<file path="config.mk">
export PLATFORM = sky130hd
export DESIGN_NAME = dma_window_xlate
export DESIGN_NICKNAME = d
export VERILOG_FILES = /design/src/rtl/dmaxl_pkg.sv /design/src/rtl/dmaxl_cfg_regs.sv /design/src/rtl/dmaxl_window.sv /design/src/rtl/dma_window_xlate.sv
export SDC_FILE = /design/constraint.sdc
export NUM_CORES = 1
export LEC_CHECK = 0
export BUFFER_PORTS_ARGS = -buffer_cell sky130_fd_sc_hd__buf_4
export CORE_MARGIN = 8
export CORE_UTILIZATION = 35
export DETAILED_ROUTE_END_ITERATION = 7
export HOLD_SLACK_MARGIN = 0.02
export SLEW_MARGIN = 15
export SYNTH_ARGS = -nofsm -noshare
export SYNTH_HDL_FRONTEND = slang
export SYNTH_SLANG_ARGS = --single-unit
</file>
<file path="constraint.sdc">
create_clock -name clk -period 5.93 [get_ports clk]
set_clock_uncertainty 0.05 [all_clocks]
set_input_delay 0.593 -clock clk [delete_from_list [all_inputs] [get_ports clk]]
set_output_delay 0.593 -clock clk [all_outputs]
set_load 0.05 [all_outputs]
</file>
<file path="src/rtl/dmaxl_pkg.sv">
package dmaxl_pkg;
  localparam int PCI_AW = 64;  // inbound PCI address width
  localparam int PA_W   = 35;  // system physical address width
  localparam int CFG_W  = 40;  // configuration data width
  localparam int PTE_W  = 22;  // entry bits used: valid + page number
  localparam int SEL_W  = 4;   // configuration register select width
  localparam int HI_W   = 12;  // base/mask field, address bits 31:20
  localparam int TBA_W  = 25;  // translated base field, bits 34:10
  localparam int PG_SH  = 13;  // 8 KB page

  typedef struct packed {
    logic            dac;
    logic [HI_W-1:0] hi;
    logic            sg;
    logic            en;
  } win_base_t;

  typedef enum logic [2:0] {
    ST_IDLE,
    ST_LOOK,
    ST_PTE_REQ,
    ST_PTE_WAIT,
    ST_DONE
  } xl_state_e;
endpackage

</file>
<file path="src/rtl/dmaxl_cfg_regs.sv">
module dmaxl_cfg_regs
  import dmaxl_pkg::*;
#(
  parameter int NWIN = 4
) (
  input  logic                            clk,
  input  logic                            rst_n,
  input  logic                            cfg_we,
  input  logic [SEL_W-1:0]                cfg_sel,
  input  logic [CFG_W-1:0]                cfg_wdata,
  output win_base_t [NWIN-1:0]            base_o,
  output logic [NWIN-1:0][HI_W-1:0]       mask_o,
  output logic [NWIN-1:0][TBA_W-1:0]      tba_o,
  output logic                            hole_en_o,
  output logic                            bigwin_en_o
);
  localparam int SEL_MSK0 = NWIN;
  localparam int SEL_TBA0 = 2 * NWIN;
  localparam int SEL_CTL  = 3 * NWIN;

  for (genvar g = 0; g < NWIN; g++) begin : g_win
    logic      we_base, we_mask, we_tba;
    win_base_t base_d, base_q;
    logic [HI_W-1:0]  mask_q;
    logic [TBA_W-1:0] tba_q;

    assign we_base = cfg_we && (cfg_sel == SEL_W'(g));
    assign we_mask = cfg_we && (cfg_sel == SEL_W'(SEL_MSK0 + g));
    assign we_tba  = cfg_we && (cfg_sel == SEL_W'(SEL_TBA0 + g));

    if (g == NWIN - 1) begin : g_dac
      // last window: dual-address capable, table mode fixed on
      always_comb begin
        base_d.dac = cfg_wdata[39];
        base_d.hi  = cfg_wdata[31:20];
        base_d.sg  = 1'b1;
        base_d.en  = cfg_wdata[0];
      end
    end else begin : g_sac
      always_comb begin
        base_d.dac = 1'b0;
        base_d.hi  = cfg_wdata[31:20];
        base_d.sg  = cfg_wdata[1];
        base_d.en  = cfg_wdata[0];
      end
    end

    always_ff @(posedge clk or negedge rst_n) begin
      if (!rst_n) begin
        base_q <= win_base_t'{1'b0, {HI_W{1'b0}}, 1'(g == NWIN - 1), 1'b0};
      end else if (we_base) begin
        base_q <= base_d;
      end
    end

    always_ff @(posedge clk or negedge rst_n) begin
      if (!rst_n) begin
        mask_q <= '0;
      end else if (we_mask) begin
        mask_q <= cfg_wdata[31:20];
      end
    end

    always_ff @(posedge clk or negedge rst_n) begin
      if (!rst_n) begin
        tba_q <= '0;
      end else if (we_tba) begin
        tba_q <= cfg_wdata[34:10];
      end
    end

    assign base_o[g] = base_q;
    assign mask_o[g] = mask_q;
    assign tba_o[g]  = tba_q;
  end

  logic we_ctl;
  logic hole_q, big_q;
  assign we_ctl = cfg_we && (cfg_sel == SEL_W'(SEL_CTL));

  always_ff @(posedge clk or negedge rst_n) begin
    if (!rst_n) begin
      hole_q <= 1'b0;
      big_q  <= 1'b0;
    end else if (we_ctl) begin
      hole_q <= cfg_wdata[5];
      big_q  <= cfg_wdata[6];
    end
  end

  assign hole_en_o   = hole_q;
  assign bigwin_en_o = big_q;
endmodule

</file>
<file path="src/rtl/dmaxl_window.sv">
module dmaxl_window
  import dmaxl_pkg::*;
(
  input  logic              en_i,
  input  logic [HI_W-1:0]   hi_i,
  input  logic [HI_W-1:0]   mask_i,
  input  logic [TBA_W-1:0]  tba_i,
  input  logic [31:0]       addr_i,
  output logic              hit_o,
  output logic [PA_W-1:0]   pte_o,
  output logic [PA_W-1:0]   dir_addr_o,
  output logic [PA_W-1:0]   dir_mask_o
);
  localparam int PAD32 = PA_W - 32;
  localparam int PAD22 = PA_W - 22;

  logic [31:0]     ext;
  logic [PA_W-1:0] tba_full;
  logic [18:0]     pg_sel;

  assign ext      = {mask_i, 20'hFFFFF};
  assign tba_full = {tba_i, 10'b0};

  assign hit_o = en_i && ((addr_i[31:20] & ~mask_i) == hi_i);

  // direct mapping
  assign dir_mask_o = {{PAD32{1'b0}}, ext};
  assign dir_addr_o = (tba_full & ~dir_mask_o) | {{PAD32{1'b0}}, addr_i & ext};

  // entry address: page index bits 31:13 limited by the window size
  assign pg_sel = addr_i[31:13] & {mask_i, 7'h7F};
  assign pte_o  = (tba_full & ~{{PAD22{1'b0}}, mask_i, 10'b0})
                | {{PAD22{1'b0}}, pg_sel, 3'b000};
endmodule

</file>
<file path="src/rtl/dma_window_xlate.sv">
module dma_window_xlate
  import dmaxl_pkg::*;
#(
  parameter int NWIN = 4
) (
  input  logic              clk,
  input  logic              rst_n,
  input  logic              cfg_we,
  input  logic [SEL_W-1:0]  cfg_sel,
  input  logic [CFG_W-1:0]  cfg_wdata,
  input  logic              req_valid,
  output logic              req_ready,
  input  logic [PCI_AW-1:0] req_addr,
  output logic              pte_rd_valid,
  output logic [PA_W-1:0]   pte_rd_addr,
  input  logic              pte_rsp_valid,
  input  logic [PTE_W-1:0]  pte_rsp_data,
  output logic              rsp_valid,
  output logic              rsp_hit,
  output logic [PA_W-1:0]   rsp_addr,
  output logic [PA_W-1:0]   rsp_mask
);
  localparam int LAST = NWIN - 1;
  localparam logic [PA_W-1:0] PAGE_MASK = PA_W'((1 << PG_SH) - 1);

  win_base_t [NWIN-1:0]       wbase;
  logic [NWIN-1:0][HI_W-1:0]  wmask;
  logic [NWIN-1:0][TBA_W-1:0] wtba;
  logic                       hole_en, bigwin_en;

  dmaxl_cfg_regs #(.NWIN(NWIN)) i_cfg (
    .clk        (clk),
    .rst_n      (rst_n),
    .cfg_we     (cfg_we),
    .cfg_sel    (cfg_sel),
    .cfg_wdata  (cfg_wdata),
    .base_o     (wbase),
    .mask_o     (wmask),
    .tba_o      (wtba),
    .hole_en_o  (hole_en),
    .bigwin_en_o(bigwin_en)
  );

  xl_state_e         state_q, state_d;
  logic [PCI_AW-1:0] addr_q;
  logic [PA_W-1:0]   pte_addr_q;
  logic              res_hit_q, res_hit_d;
  logic [PA_W-1:0]   res_addr_q, res_addr_d, res_mask_q, res_mask_d;
  logic              ld_req, ld_pte, ld_res;

  // window bank
  logic [NWIN-1:0]            w_hit;
  logic [NWIN-1:0][PA_W-1:0]  w_pte, w_dir, w_msk;

  for (genvar g = 0; g < NWIN; g++) begin : g_bank
    logic en_eff;
    if (g == LAST) begin : g_last
      assign en_eff = wbase[g].en && !wbase[g].dac;
    end else begin : g_plain
      assign en_eff = wbase[g].en;
    end
    dmaxl_window i_win (
      .en_i      (en_eff),
      .hi_i      (wbase[g].hi),
      .mask_i    (wmask[g]),
      .tba_i     (wtba[g]),
      .addr_i    (addr_q[31:0]),
      .hit_o     (w_hit[g]),
      .pte_o     (w_pte[g]),
      .dir_addr_o(w_dir[g]),
      .dir_mask_o(w_msk[g])
    );
  end

  // lowest-numbered hit wins
  logic            win_any, win_sg;
  logic [PA_W-1:0] win_pte, win_dir, win_msk;
  always_comb begin
    win_any = 1'b0;
    win_sg  = 1'b0;
    win_pte = '0;
    win_dir = '0;
    win_msk = '0;
    for (int g = NWIN - 1; g >= 0; g--) begin
      if (w_hit[g]) begin
        win_any = 1'b1;
        win_sg  = wbase[g].sg;
        win_pte = w_pte[g];
        win_dir = w_dir[g];
        win_msk = w_msk[g];
      end
    end
  end

  // address class decode
  logic            is_sac, in_hole, big_hit, dac_hit;
  logic [PA_W-1:0] dac_pte;
  assign is_sac  = (addr_q[63:32] == '0);
  assign in_hole = hole_en && (addr_q[31:20] == '0) && addr_q[19];
  assign big_hit = bigwin_en && (addr_q[63:40] == 24'd1);
  assign dac_hit = (addr_q[63:44] == '0) && addr_q[43]
                && wbase[LAST].en && wbase[LAST].dac;
  assign dac_pte = {wtba[LAST][TBA_W-1:12], addr_q[31:13], 3'b000};

  logic            lk_pte, lk_hit;
  logic [PA_W-1:0] lk_addr, lk_mask, lk_pte_addr;
  always_comb begin
    lk_pte      = 1'b0;
    lk_hit      = 1'b0;
    lk_addr     = '0;
    lk_mask     = '0;
    lk_pte_addr = '0;
    if (is_sac) begin
      if (!in_hole && win_any) begin
        if (win_sg) begin
          lk_pte      = 1'b1;
          lk_pte_addr = win_pte;
        end else begin
          lk_hit  = 1'b1;
          lk_addr = win_dir;
          lk_mask = win_msk;
        end
      end
    end else if (big_hit) begin
      lk_hit  = 1'b1;
      lk_addr = addr_q[PA_W-1:0];
      lk_mask = '1;
    end else if (dac_hit) begin
      lk_pte      = 1'b1;
      lk_pte_addr = dac_pte;
    end
  end

  // entry decode
  logic            pte_ok;
  logic [PA_W-1:0] pte_pa;
  assign pte_ok = pte_rsp_data[0];
  assign pte_pa = {{(PA_W - PTE_W - 12){1'b0}}, pte_rsp_data[PTE_W-1:1], {PG_SH{1'b0}}}
                | {{(PA_W - PG_SH){1'b0}}, addr_q[PG_SH-1:0]};

  // next state
  always_comb begin
    state_d    = state_q;
    ld_req     = 1'b0;
    ld_pte     = 1'b0;
    ld_res     = 1'b0;
    res_hit_d  = 1'b0;
    res_addr_d = '0;
    res_mask_d = '0;
    unique case (state_q)
      ST_IDLE: begin
        if (req_valid) begin
          ld_req  = 1'b1;
          state_d = ST_LOOK;
        end
      end
      ST_LOOK: begin
        if (lk_pte) begin
          ld_pte  = 1'b1;
          state_d = ST_PTE_REQ;
        end else begin
          ld_res     = 1'b1;
          res_hit_d  = lk_hit;
          res_addr_d = lk_addr;
          res_mask_d = lk_mask;
          state_d    = ST_DONE;
        end
      end
      ST_PTE_REQ: state_d = ST_PTE_WAIT;
      ST_PTE_WAIT: begin
        if (pte_rsp_valid) begin
          ld_res     = 1'b1;
          res_hit_d  = pte_ok;
          res_addr_d = pte_ok ? pte_pa : '0;
          res_mask_d = pte_ok ? PAGE_MASK : '0;
          state_d    = ST_DONE;
        end
      end
      ST_DONE: state_d = ST_IDLE;
      default: state_d = ST_IDLE;
    endcase
  end

  // registers
  always_ff @(posedge clk or negedge rst_n) begin
    if (!rst_n) begin
      state_q <= ST_IDLE;
    end else begin
      state_q <= state_d;
    end
  end

  always_ff @(posedge clk or negedge rst_n) begin
    if (!rst_n) begin
      addr_q <= '0;
    end else if (ld_req) begin
      addr_q <= req_addr;
    end
  end

  always_ff @(posedge clk or negedge rst_n) begin
    if (!rst_n) begin
      pte_addr_q <= '0;
    end else if (ld_pte) begin
      pte_addr_q <= lk_pte_addr;
    end
  end

  always_ff @(posedge clk or negedge rst_n) begin
    if (!rst_n) begin
      res_hit_q  <= 1'b0;
      res_addr_q <= '0;
      res_mask_q <= '0;
    end else if (ld_res) begin
      res_hit_q  <= res_hit_d;
      res_addr_q <= res_addr_d;
      res_mask_q <= res_mask_d;
    end
  end

  assign req_ready    = (state_q == ST_IDLE);
  assign pte_rd_valid = (state_q == ST_PTE_REQ);
  assign pte_rd_addr  = pte_addr_q;
  assign rsp_valid    = (state_q == ST_DONE);
  assign rsp_hit      = res_hit_q;
  assign rsp_addr     = res_addr_q;
  assign rsp_mask     = res_mask_q;
endmodule

</file>
==> results of run 1 <==
==> layout make-up <==
type | instances | area (um^2) | area share [%]
Antenna cell | 2 | 5.00 | 0.0239
Inverter | 13 | 48.8 | 0.233
Timing Repair Buffer | 258 | 1970 | 9.43
Tap cell | 664 | 831 | 3.97
Clock buffer | 60 | 1160 | 5.53
Clock inverter | 9 | 87.6 | 0.419
Sequential cell | 356 | 8910 | 42.6
Multi-Input combinational cell | 999 | 7900 | 37.8
==> per-layer routing <==
metal,wire (um),vias to the layer above,part of all wire [%]
li1,-,5731,-
met2,26000,570,46
met3,5020,110,8.9
met1,24000,6599,42
met5,37,-,0.065
met4,1720,6,3.0
==> logic make-up (layout without fill, tap and decap cells) <==
family          Yosys count  after routing  synth area share, %
compound gates          269            269                 10.6
buf+inv                 137            340                 3.58
simple gates            331            331                 9.75
flops                   356            356                 51.4
xor+xnor                 48             48                 2.42
other cells               1              5               0.0216
mux                     348            348                 22.2
==> cells in the final DEF (no fill, tap or decap), types with 27 or more instances in the layout <==
cell type and count:
nand2b_1 27, a21oi_1 31, a22oi_1 41, mux2i_1 48
nor2b_1 51, o21ai_0 80, xnor2_1 48, nand2_1 119
dfrtp_1 356, nor2_1 32, buf_4 254, mux2_2 295
clkbuf_16 40
==> power breakdown <==
| group | switching [mW] | leakage [nW] | internal (mW) |
|---|---|---|---|
| Combinational | 0.598 | 3.99 | 0.730 |
| Sequential | 0.481 | 4.47 | 2.87 |
| Clock | 1.00 | 0.610 | 1.39 |
| Total | 2.08 | 9.07 | 4.99 |
==> worst max-delay path, cell delays in order (launching register included) <==
cell	delay, ns
dfrtp_1	0.72
nor2b_1	0.23
xnor2_1	0.18
nand4_1	0.20
nor4_4	0.38
buf_4	0.67
a211o_1	0.26
and4b_1	0.87
o211ai_1	0.31
a211oi_1	0.32
a211o_1	0.13
==> state kept, by name (all words and copies together), names as in the netlist <==
signal and count:
rsp_mask 15, pte_rd_addr 32, i_cfg.bigwin_en_o 1, i_cfg.g_win.mask_q 48, i_cfg.g_win.tba_q 100, rsp_addr 35, state_q 3, rsp_hit 1
i_cfg.hole_en_o 1, addr_q 64, i_cfg.base_o 56
==> metrics by stage <==
stage,cells,hold slack (ns)
floorplan,1492,0.247
global placement,2289,0.406
detailed placement,2289,0.407
CTS,2359,0.203
global route,2359,0.211
finish,2361,0.216
==> worst max-delay path by stage <==
stage,from,endpoint
after floorplan,state_q[1],addr_q[14]
after global placement,addr_q[22],rsp_addr[20]
after detailed placement,addr_q[22],rsp_addr[20]
after CTS,addr_q[22],rsp_addr[20]
after global routing,addr_q[22],rsp_addr[20]
final,addr_q[29],rsp_addr[20]
==> metrics.md, run 1 <==
| Metric | Value |
|---|---|
| GP Congestion | `between 0.8 and 0.9` |
| CTS Root Cell | `clkbuf_16` |
| Crit path arrival time | `4.85 ns` |
| Yosys reg bits | `around 360` |
| Initial core utilization | `35.4%` |
| Placeable core region | `between 40,000 and 50,000 um^2` |
| Hold Path Depth | `3` |
| Port bufs | `230` |
| CTS buffer count | `39` |
| Hold crit path type | `in -> reg` |
| Detail Route Antenna Nets | `0` |
| Fin. max-slew vios | `0` |
| Drt first pass iters | `7` |
| Critical Path RT | `6.37 ns` |
| Outcome | `completed` |
| Setup WS pre-CTS | `around 1.5 ns` |
| Remaining DRCs | `0` |
| Post-synth top cells | `356 x dfrtp_1, 295 x mux2_2, 119 x nand2_1` |
| Io pins | `244` |
| Top FF cell, synth | `dfrtp_1` |
| Worst-skew pair later-pin latency | `approximately 0.55 ns` |
| Hold Crit Start | `req_addr[20]` |
| Max IR drop VDD | `~0.15 mV` |
| Pleak | `between 9 and 10 nW` |
| Vias per cell | `about 5.5` |
| Most numerous cell in the Yosys netlist | `dfrtp_1` |
| Yosys warns | `0` |
| Fmax | `~230 MHz` |
| Layout area overhead | `20.5%` |
| Hold Crit Endpoint | `addr_q[20]` |
| Worst-path maximum fanout | `60` |
| R2R Path Start | `addr_q[29]` |
| Asr flop ratio synth | `100%` |
| Vias | `between 10,000 and 15,000` |
| Nets | `1,802` |
| Met1 Track Usage GR | `between 20% and 30%` |
| First-pass GRT wire length | `86,300 um` |
| Vias in the first global route | `13,327` |
| Die X | `around 240 um` |
| Gr busiest metal | `met2` |
| RSZ-0062 raised after global routing | `no` |
| Worst r2r path cells | `10` |
| Largest cells by area after synthesis | `dfrtp_1 51%, mux2_2 19%, mux2i_1 2.8%` |
| Fin. Hold Viols | `0` |
| Slew headroom | `between 30% and 40%` |
| Layout cell share with drive strength beyond 1 | `between 30% and 40%` |
| R2R Setup Slk | `between 1.5 and 2 ns` |
| Final Core Density | `a little over two fifths` |
| Synth Area per Inst | `around 12 um^2` |
| CTS clk-pin slew, worst paths | `about 0.060 ns` |
| PD cells | `338 nW/um^2` |
| Clk sink count | `~360` |
| Clock Path Buffers | `3` |
| Post-Place Cell Area | `19,600 um^2` |
| CTS tree | `done` |
| Tot Pwr | `roughly 7 mW` |
| Worst Setup End Kind | `flop` |
| Full die area | `approximately 57,000 um^2` |
| Syn Std Cell Area | `~17,000 um^2` |
| Total Wirelength | `around 57,000 um` |
| Number of antenna violations at the first check in global routing | `4` |
| EDFF count, synth | `0` |
| Setup crit start kind | `flop` |
| Sequential fraction of the synthesis area | `between 50% and 60%` |
| Total gr overflow | `0` |
| Fin crit period | `roughly 4.4 ns` |
| Reg2reg end | `rsp_addr[20]` |
| Chip height | `between 200 and 250 um` |
| Leading area contributor after synthesis | `dfrtp_1` |
| Synthesized netlist cell count | `about 1,500` |
| Total Routing Usage GR | `between 15 and 20%` |
| Post-route cell area | `approximately 21,000 um^2` |
| Placed wire-length estimate | `around 40,000 um` |
| Max cap viols | `0` |
| Final-layout fill cell count | `between 4,000 and 5,000` |
| Yosys top cell area share | `51.4%` |
| Initial DRC count | `around 950` |
| Final setup fails | `0` |
| Num rows | `81` |
| Met2 GRT Util | `31.4%` |
| H-tree levels | `2` |
| Largest net degree at the start of global routing | `roughly 160` |
| Sum Neg Setup Slack | `0 ns` |
| Wire length per cell | `around 24 um` |
| Post-layout worst setup margin | `1.52 ns` |
| Worst-Margin Slew | `a little over 1 ns` |
| Final period utilization | `~74%` |
| WS Path Type | `reg -> reg` |
| Hold_buf cts | `1` |
| # Post-CTS Setup Buffers | `0` |
| Grt met3 use | `around 4.8%` |
| Post_cts resized | `0` |
| Post-synth cell types | `56` |
Note: power is estimated with default switching activity, not from simulation.
==> inputs of run 2 (changes only) <==
--- a/config.mk
+++ b/config.mk
@@ -5,6 +5,7 @@
 export SDC_FILE = /design/constraint.sdc
 export NUM_CORES = 1
 export LEC_CHECK = 0
+export ABC_AREA = 1
 export BUFFER_PORTS_ARGS = -buffer_cell sky130_fd_sc_hd__buf_4
 export CORE_MARGIN = 8
 export CORE_UTILIZATION = 35
==> constraint.sdc (replaced) <==
create_clock -name clk -period 3.8 [get_ports clk]
set_clock_uncertainty 0.05 [all_clocks]
set_input_delay 0.38 -clock clk [delete_from_list [all_inputs] [get_ports clk]]
set_output_delay 0.38 -clock clk [all_outputs]
set_load 0.05 [all_outputs]
==> run 2 against run 1 <==
Combinational power rose to 2.5 times the previous value. Global-route usage rose by 4.0 points. Flip-flop and latch count did not move. Maximum frequency rose by 38%. Utilization rose by 2.2 points. Largest power group unchanged. Power rose by 82%. Setup slack got worse by 0.93 ns. Non-clock buffer count rose by 129. Sequential power rose by 62%. Die area rose by 5.1%.
==> metrics.md, run 2 <==
| Metric | Value |
|---|---|
| Port bufs | `230 (unchanged)` |
| RSZ-0062 raised after global routing | `no` |
| Final setup fails | `0 (unchanged)` |
| Detail Route Antenna Nets | `0 (unchanged)` |
| Placed wire-length estimate | `52,600 um (+34%)` |
| CTS Root Cell | `clkbuf_16` |
| Layout cell share with drive strength beyond 1 | `17.6% (-19 points)` |
| Final period utilization | `84.4% (+10 points)` |
| Fin. max-slew vios | `0 (unchanged)` |
| Fmax | `312 MHz (+38%)` |
| Max FFs per register | `100 (unchanged)` |
| Post-synth top cells | `803 x nand2_1, 356 x dfrtp_1, 282 x nor2_1` |
| # Post-CTS Setup Buffers | `0 (unchanged)` |
| CP max stage delay | `0.72 ns (-0.15 ns)` |
| Pleak | `11.7 nW (+29%)` |
| Slew headroom | `19.1% (-12 points)` |
| Crit path arrival time | `3.66 ns (-1.19 ns)` |
| Worst-Margin Slew | `1.21 ns (+0.180 ns)` |
| Critical Path RT | `4.25 ns (-2.12 ns)` |
| Layout area overhead | `26.4%` |
| Largest net degree at the start of global routing | `96 (-41%)` |
| Commonest non-fill, non-tap cell in the layout | `nand2_1` |
| Wire length per cell | `21.1 um (-12%)` |
| Io pins | `244 (unchanged)` |
| Yosys reg bits | `356 (unchanged)` |
| Die X | `245 um (+2.5%)` |
| Remaining DRCs | `0 (unchanged)` |
| Drt first pass iters | `6 (-1)` |
| Worst-skew pair later-pin latency | `0.57 ns (+0.02 ns)` |
| WS Path Type | `reg -> reg` |
| Fin crit period | `3.21 ns (-1.20 ns)` |
| GP Congestion | `1.01 (+20%)` |
| Syn Std Cell Area | `18,300 um^2 (+5.4%)` |
| Total gr overflow | `0 (unchanged)` |
| Vias per cell | `5.19 (-5.9%)` |
| Top FF cell, synth | `dfrtp_1` |
| CTS clk-pin slew, worst paths | `0.06 ns (about the same)` |
| Total Wirelength | `72,500 um (+28%)` |
| Vias | `17,788 (+37%)` |
| Worst-path cell chain | `nand3b_1 -> nand2_1 -> nor2_2 -> nand3_2 -> inv_1 -> nand2_1 -> buf_4 -> nand2_1 -> nor2_1 -> nand2_1 -> and3_1 -> nor2_1 -> nor2_1 -> nor2_1` |
| Most numerous cell in the Yosys netlist | `nand2_1` |
| Number of antenna violations at the first check in global routing | `0 (-4)` |
| CTS tree | `done` |
| Clk sink count | `356 (unchanged)` |
| Initial core utilization | `35.5% (+0.074 points)` |
| Clock Path Buffers | `3 (unchanged)` |
| Num rows | `83 (+2.5%)` |
| Worst-path maximum fanout | `13 (-78%)` |
| Post_cts resized | `0 (unchanged)` |
| Final Core Density | `44.9% (+2.2 points)` |
| Total Routing Usage GR | `23.6% (+4.0 points)` |
| Setup crit start kind | `flop` |
| Met2 wire len | `32,900 um (+27%)` |
| Largest cells by area after synthesis | `dfrtp_1 49%, nand2_1 16%, o21ai_0 7.6%` |
| H-tree levels | `2 (unchanged)` |
| Nets | `2,854 (+58%)` |
| Antenna fix cells | `0 (-2)` |
| Sequential fraction of the synthesis area | `48.7% (-2.7 points)` |
| Post-Place Cell Area | `20,900 um^2 (+6.3%)` |
| Asr flop ratio synth | `100% (unchanged)` |
| Post-synth cell types | `39 (-30%)` |
| Post-route cell area | `23,100 um^2 (+11%)` |
| Vias in the first global route | `17,097 (+28%)` |
| Yosys warns | `0 (unchanged)` |
| Slowest cell on the critical path | `dfrtp_1` |
| Most frequent cells in the layout | `802 x nand2_1, 356 x dfrtp_1, 295 x buf_4` |
| Max cap viols | `0 (unchanged)` |
| Initial DRC count | `1,656 (+75%)` |
| Sum Neg Setup Slack | `0 ns (unchanged)` |
| Most flop-heavy register | `i_cfg.g_win.tba_q` |
| Met3 WL post-DR | `5610 um (+12%)` |
| Leading area contributor after synthesis | `dfrtp_1` |
| EDFF count, synth | `0 (unchanged)` |
| Placeable core region | `51,500 um^2 (+5.2%)` |
| Hold crit path type | `in -> reg` |
| Fin. Hold Viols | `0 (unchanged)` |
| Post-Route M1 WL | `31,500 um (+31%)` |
| Yosys top cell area share | `48.7% (-2.7 points)` |
| Outcome | `completed` |
| Synth Area per Inst | `7.58 um^2 (-35%)` |
| First-pass GRT wire length | `108,000 um (+26%)` |
| Worst Setup End Kind | `flop` |
| Top sig layer | `met4` |
| Chip height | `245 um (+2.5%)` |
| Full die area | `59,800 um^2 (+5.1%)` |
| PD cells | `557 nW/um^2 (+65%)` |
| Synthesized netlist cell count | `2,413 (+62%)` |
| CTS buffer count | `42 (+7.7%)` |
| Max IR drop VDD | `0.364 mV (+140%)` |
==> run 2: final cells by class <==
cell class	instances	area, um^2
clock inverters	12	138
well taps	680	851
fillers	5192	28400
repair buffers	387	3200
multi-input cells	1776	8190
inverters	156	586
clock buffers	61	1250
flip-flops and latches	356	8910
==> run 2: worst paths after layout <==
kind,cells after the start,slack (ns),start,end
min in group asynchronous,2,0.32,rst_n,rsp_mask[27]
max in group asynchronous,4,2.24,rst_n,rsp_addr[16]
setup reg to reg,14,0.59,addr_q[25],pte_rd_addr[10]
hold / removal,3,0.04,cfg_wdata[22],i_cfg.g_win[3].mask_q[2]
setup / recovery,14,0.59,addr_q[25],pte_rd_addr[10]
hold reg to reg,2,0.42,addr_q[9],rsp_addr[9]
==> run 2: logic make-up (layout without fill, tap and decap cells) <==
kind of cell,after synthesis,in the layout,share of synthesized area (%)
buffers and inverters,283,616,6.79
XOR/XNOR,1,1,0.0479
flip-flops,356,356,48.7
multiplexers,55,55,3.39
AND/OR/NAND/NOR,1375,1375,31.2
other,1,3,0.0205
AO/OA/AOI/OAI,342,342,9.82
==> run 2: stage by stage <==
| stage | total power, mW | setup WS (ns) | cells | hold slack, ns |
|---|---|---|---|---|
| final | 12.9 | 0.592 | 3428 | 0.0390 |
| after global routing | 13.6 | 0.303 | 3428 | 0.0435 |
| after CTS | 12.9 | 0.702 | 3428 | 0.0272 |
| after detailed placement | 8.74 | 0.706 | 3270 | 0.353 |
| after global placement | 8.63 | 0.776 | 3270 | 0.351 |
| after floorplan | 7.37 | 1.39 | 2415 | 0.0344 |
==> run 2: repair_timing <==
| item | in CTS | in global routing |
|---|---|---|
| endpoints found under the setup margin | 0 | 0 |
| hold endpoints to repair | 157 | 0 |
| hold buffers | 85 | 0 |
==> run 2: worst max-delay path: cells and delay by family, from the launching register on <==
kind | cells | cell delay (ns)
and+or+nand+nor | 12 | 2.02
DFF | 1 | 0.72
buffers and inverters | 2 | 0.34
==> run 2: power breakdown <==
group | internal [mW] | leakage, nW | switching [mW]
clock network | 2.42 | 0.682 | 1.65
logic | 1.26 | 6.48 | 2.12
registers | 4.62 | 4.52 | 0.809
total | 8.30 | 11.7 | 4.58
==> run 2: per-layer routing <==
| metal | GRT usage (%) | up-vias |
|---|---|---|
| met3 | 3.93 | 129 |
| met4 | 8.18 | 0 |
| li1 | - | 8368 |
| met1 | 32.6 | 8542 |
| met5 | 0 | - |
| met2 | 37.3 | 749 |
==> inputs of run 3 (changes only) <==
==> constraint.sdc (replaced) <==
create_clock -name clk -period 2.9 [get_ports clk]
set_clock_uncertainty 0.05 [all_clocks]
set_input_delay 0.29 -clock clk [delete_from_list [all_inputs] [get_ports clk]]
set_output_delay 0.29 -clock clk [all_outputs]
set_load 0.05 [all_outputs]
==> run 3 against run 2 <==
Die area is the same. First-iteration DRC count up 7.8%. Sequential share of layout area down 1.3 points. Non-clock buffer count increased by 94. Utilization up 1.7 points. Wire length is 0.16% lower. Combinational power up 42%. Flip-flop and latch count unchanged. Critical path depth increased by 4. Critical path type unchanged. Largest cell class unchanged.
==> metrics.md, run 3 (same netlist as run 2, synthesis figures left out) <==
| Metric | Value |
|---|---|
| Number of antenna violations at the first check in global routing | `2 (+2)` |
| Full die area | `59,800 um^2 (unchanged)` |
| Psw | `6.22 mW (+36%)` |
| Comb pwr share | `27.7% (+1.4 points)` |
| CTS tree | `done` |
| Hold crit path type | `in -> reg` |
| Max FFs per register | `100 (unchanged)` |
| Top delay family on crit path | `simple AND/OR/NAND/NOR gates` |
| Placed wire-length estimate | `53,500 um (+1.7%)` |
| Antenna fix cells | `0 (unchanged)` |
| Detail Route Antenna Nets | `0 (unchanged)` |
| Worst-Margin Slew | `1.19 ns (-0.0241 ns)` |
| Post-layout worst setup margin | `0.0869 ns (-0.505 ns)` |
| Num rows | `83 (unchanged)` |
| Pleak | `12.1 nW (+3.7%)` |
| Final setup fails | `0 (unchanged)` |
| Port bufs | `230 (unchanged)` |
| Fin cells | `3,525 (+2.8%)` |
| GP Congestion | `1.02 (+1.0%)` |
| Critical Path RT | `3.38 ns (-0.87 ns)` |
| Clk sink count | `356 (unchanged)` |
| Total gr overflow | `0 (unchanged)` |
| Fin. max-slew vios | `0 (unchanged)` |
| Worst-path cell chain | `inv_1 -> nand2_1 -> nand2_1 -> nand2_1 -> nor2_1 -> nand2_1 -> nor2_1 -> nand2_1 -> nand2_1 -> inv_2 -> nand2_2 -> nand3_1 -> nor2_2 -> buf_4 -> nand3_1 -> nand2_1 -> nand2_1 -> nand3_1` |
| Io pins | `244 (unchanged)` |
| Switching Share | `36.0% (+0.42 points)` |
| Setup crit start kind | `flop` |
| Final-layout fill cell count | `5,061 (-2.5%)` |
| Fin crit period | `2.81 ns (-0.395 ns)` |
| Max IR drop VDD | `0.450 mV (+24%)` |
| Commonest non-fill, non-tap cell in the layout | `nand2_1` |
| Fmax | `355 MHz (+14%)` |
| Placeable core region | `51,500 um^2 (unchanged)` |
| PD cells | `721 nW/um^2 (+29%)` |
| Initial core utilization | `35.5% (unchanged)` |
| Worst Setup End Kind | `flop` |
| Final period utilization | `97.0% (+13 points)` |
| Max cap viols | `0 (unchanged)` |
| H-tree levels | `2 (unchanged)` |
| Slowest cell on the critical path | `dfrtp_1` |
| Most flop-heavy register | `i_cfg.g_win.tba_q` |
| First-pass GRT wire length | `110,000 um (+1.3%)` |
| Initial DRC count | `1,785 (+7.8%)` |
| Most frequent cells in the layout | `800 x nand2_1, 355 x buf_4, 347 x dfrtp_1` |
| Sequential share of power | `41.3% (-0.8 points)` |
| CTS Root Cell | `clkbuf_16` |
| # Post-CTS Setup Buffers | `0 (unchanged)` |
| Worst-path maximum fanout | `12 (-1)` |
| Vias | `18,075 (+1.6%)` |
| Largest net degree at the start of global routing | `86 (-10%)` |
| Die X | `245 um (unchanged)` |
| Chip height | `245 um (unchanged)` |
| CP dominant cell by count | `nand2_1` |
| CP max stage delay | `0.46 ns (-0.26 ns)` |
| Slew headroom | `20.7% (+1.7 points)` |
| RSZ-0062 raised after global routing | `yes` |
| Remaining DRCs | `0 (unchanged)` |
| Fin. Hold Viols | `0 (unchanged)` |
| Clock share of power | `31.0% (-0.6 points)` |
| Total Wirelength | `72,300 um (-0.16%)` |
| Crit path arrival time | `3.29 ns (-0.37 ns)` |
| DP Cell Count | `3,335 (+2.0%)` |
| Total Routing Usage GR | `23.7% (+0.093 points)` |
| Vias in the first global route | `17,567 (+2.7%)` |
| Wire length per cell | `20.5 um (-2.9%)` |
| Outcome | `completed` |
| Buf/Inv on CP | `3 (+1)` |
| Drt first pass iters | `6 (unchanged)` |
| Clock Path Buffers | `3 (unchanged)` |
| CTS buffer count | `42 (unchanged)` |
| Layout cell share with drive strength beyond 1 | `20.0% (+2.4 points)` |
| CTS clk-pin slew, worst paths | `0.06 ns (about the same)` |
| Setup WS pre-CTS | `-0.176 ns (-0.883 ns)` |
| WS Path Type | `reg -> reg` |
| Layout area overhead | `31.1%` |
| Worst-skew pair later-pin latency | `0.60 ns (+0.03 ns)` |
| Vias per cell | `5.13 (-1.2%)` |
| Hold slack | `0.0651 ns (+0.0261 ns)` |
| Nets | `2,948 (+3.3%)` |
| Internal Pwr Total | `11.1 mW (+33%)` |
run 3: final cells by class:
cell class	instances	area [um^2]	share of cell area, %
clock buffers	59	1230	5.15
clock inverters	17	170	0.710
inverters	156	586	2.44
multi-input cells	1776	8190	34.2
flip-flops and latches	356	8920	37.2
well taps	680	851	3.55
repair buffers	481	4020	16.8
run 3: per-stage QoR:
stage	instance area (um^2)	power [mW]	setup TNS, ns	utilization (%)
floorplan	18300	9.66	0	-
global placement	21400	11.6	-0.170	41.5
detailed placement	21400	11.7	-0.176	41.5
CTS	23900	17.3	0	46.5
global route	24000	18.2	-0.0573	46.5
finish	24000	17.3	0	46.5
run 3: tightest hold or removal path: cells and delay by family:
| family | cells | cell delay [ns] |
|---|---|---|
| AO/OA/AOI/OAI | 1 | 0.19 |
| buffers and inverters | 1 | 0.08 |
| AND/OR/NAND/NOR | 1 | 0.07 |
run 3: power by group through the flow:
| stage | Sequential, mW | Combinational (mW) | Clock [mW] |
|---|---|---|---|
| 2_1_floorplan | 6.68 | 2.98 | 0 |
| 3_3_place_gp | 7.11 | 4.50 | 0 |
| 3_5_place_dp | 7.16 | 4.58 | 0 |
| 4_1_cts | 7.08 | 4.72 | 5.48 |
| 5_1_grt | 7.28 | 5.26 | 5.66 |
| 6_report | 7.13 | 4.79 | 5.36 |
run 3: routing by layer:
layer  GRT usage, %  wire, um  share of wire (%)  up-vias
met5              0        19              0.026        -
met4           8.36      2530                3.5        4
met3           4.96      6100                8.4      136
met2           37.4     32800                 45      738
met1           32.1     30900                 43     8654
li1               -         -                  -     8543
run 3: what timing repair did:
| action | CTS | global route |
|---|---|---|
| endpoints found under the setup margin | 1 | 83 |
| hold endpoints to repair | 231 | 0 |
| pin swaps | 0 | 1 |
| gates resized for setup | 3 | 19 |
| hold buffers | 114 | 0 |
| gates cloned | 0 | 0 |
run 3: path summary, 6_finish.rpt:
kind	startpoint	endpoint	slack, ns	cells past startpoint
max in group asynchronous	rst_n	addr_q[48]	1.70	3
min in group asynchronous	rst_n	i_cfg.base_o[27]	0.17	2
worst max-delay path	i_cfg.g_win[1].mask_q[0]	rsp_addr[21]	0.09	18
worst min-delay path	req_addr[27]	addr_q[27]	0.07	3
worst min register to register	rsp_addr[8]	rsp_addr[8]	0.42	2
worst max register to register	i_cfg.g_win[1].mask_q[0]	rsp_addr[21]	0.09	18
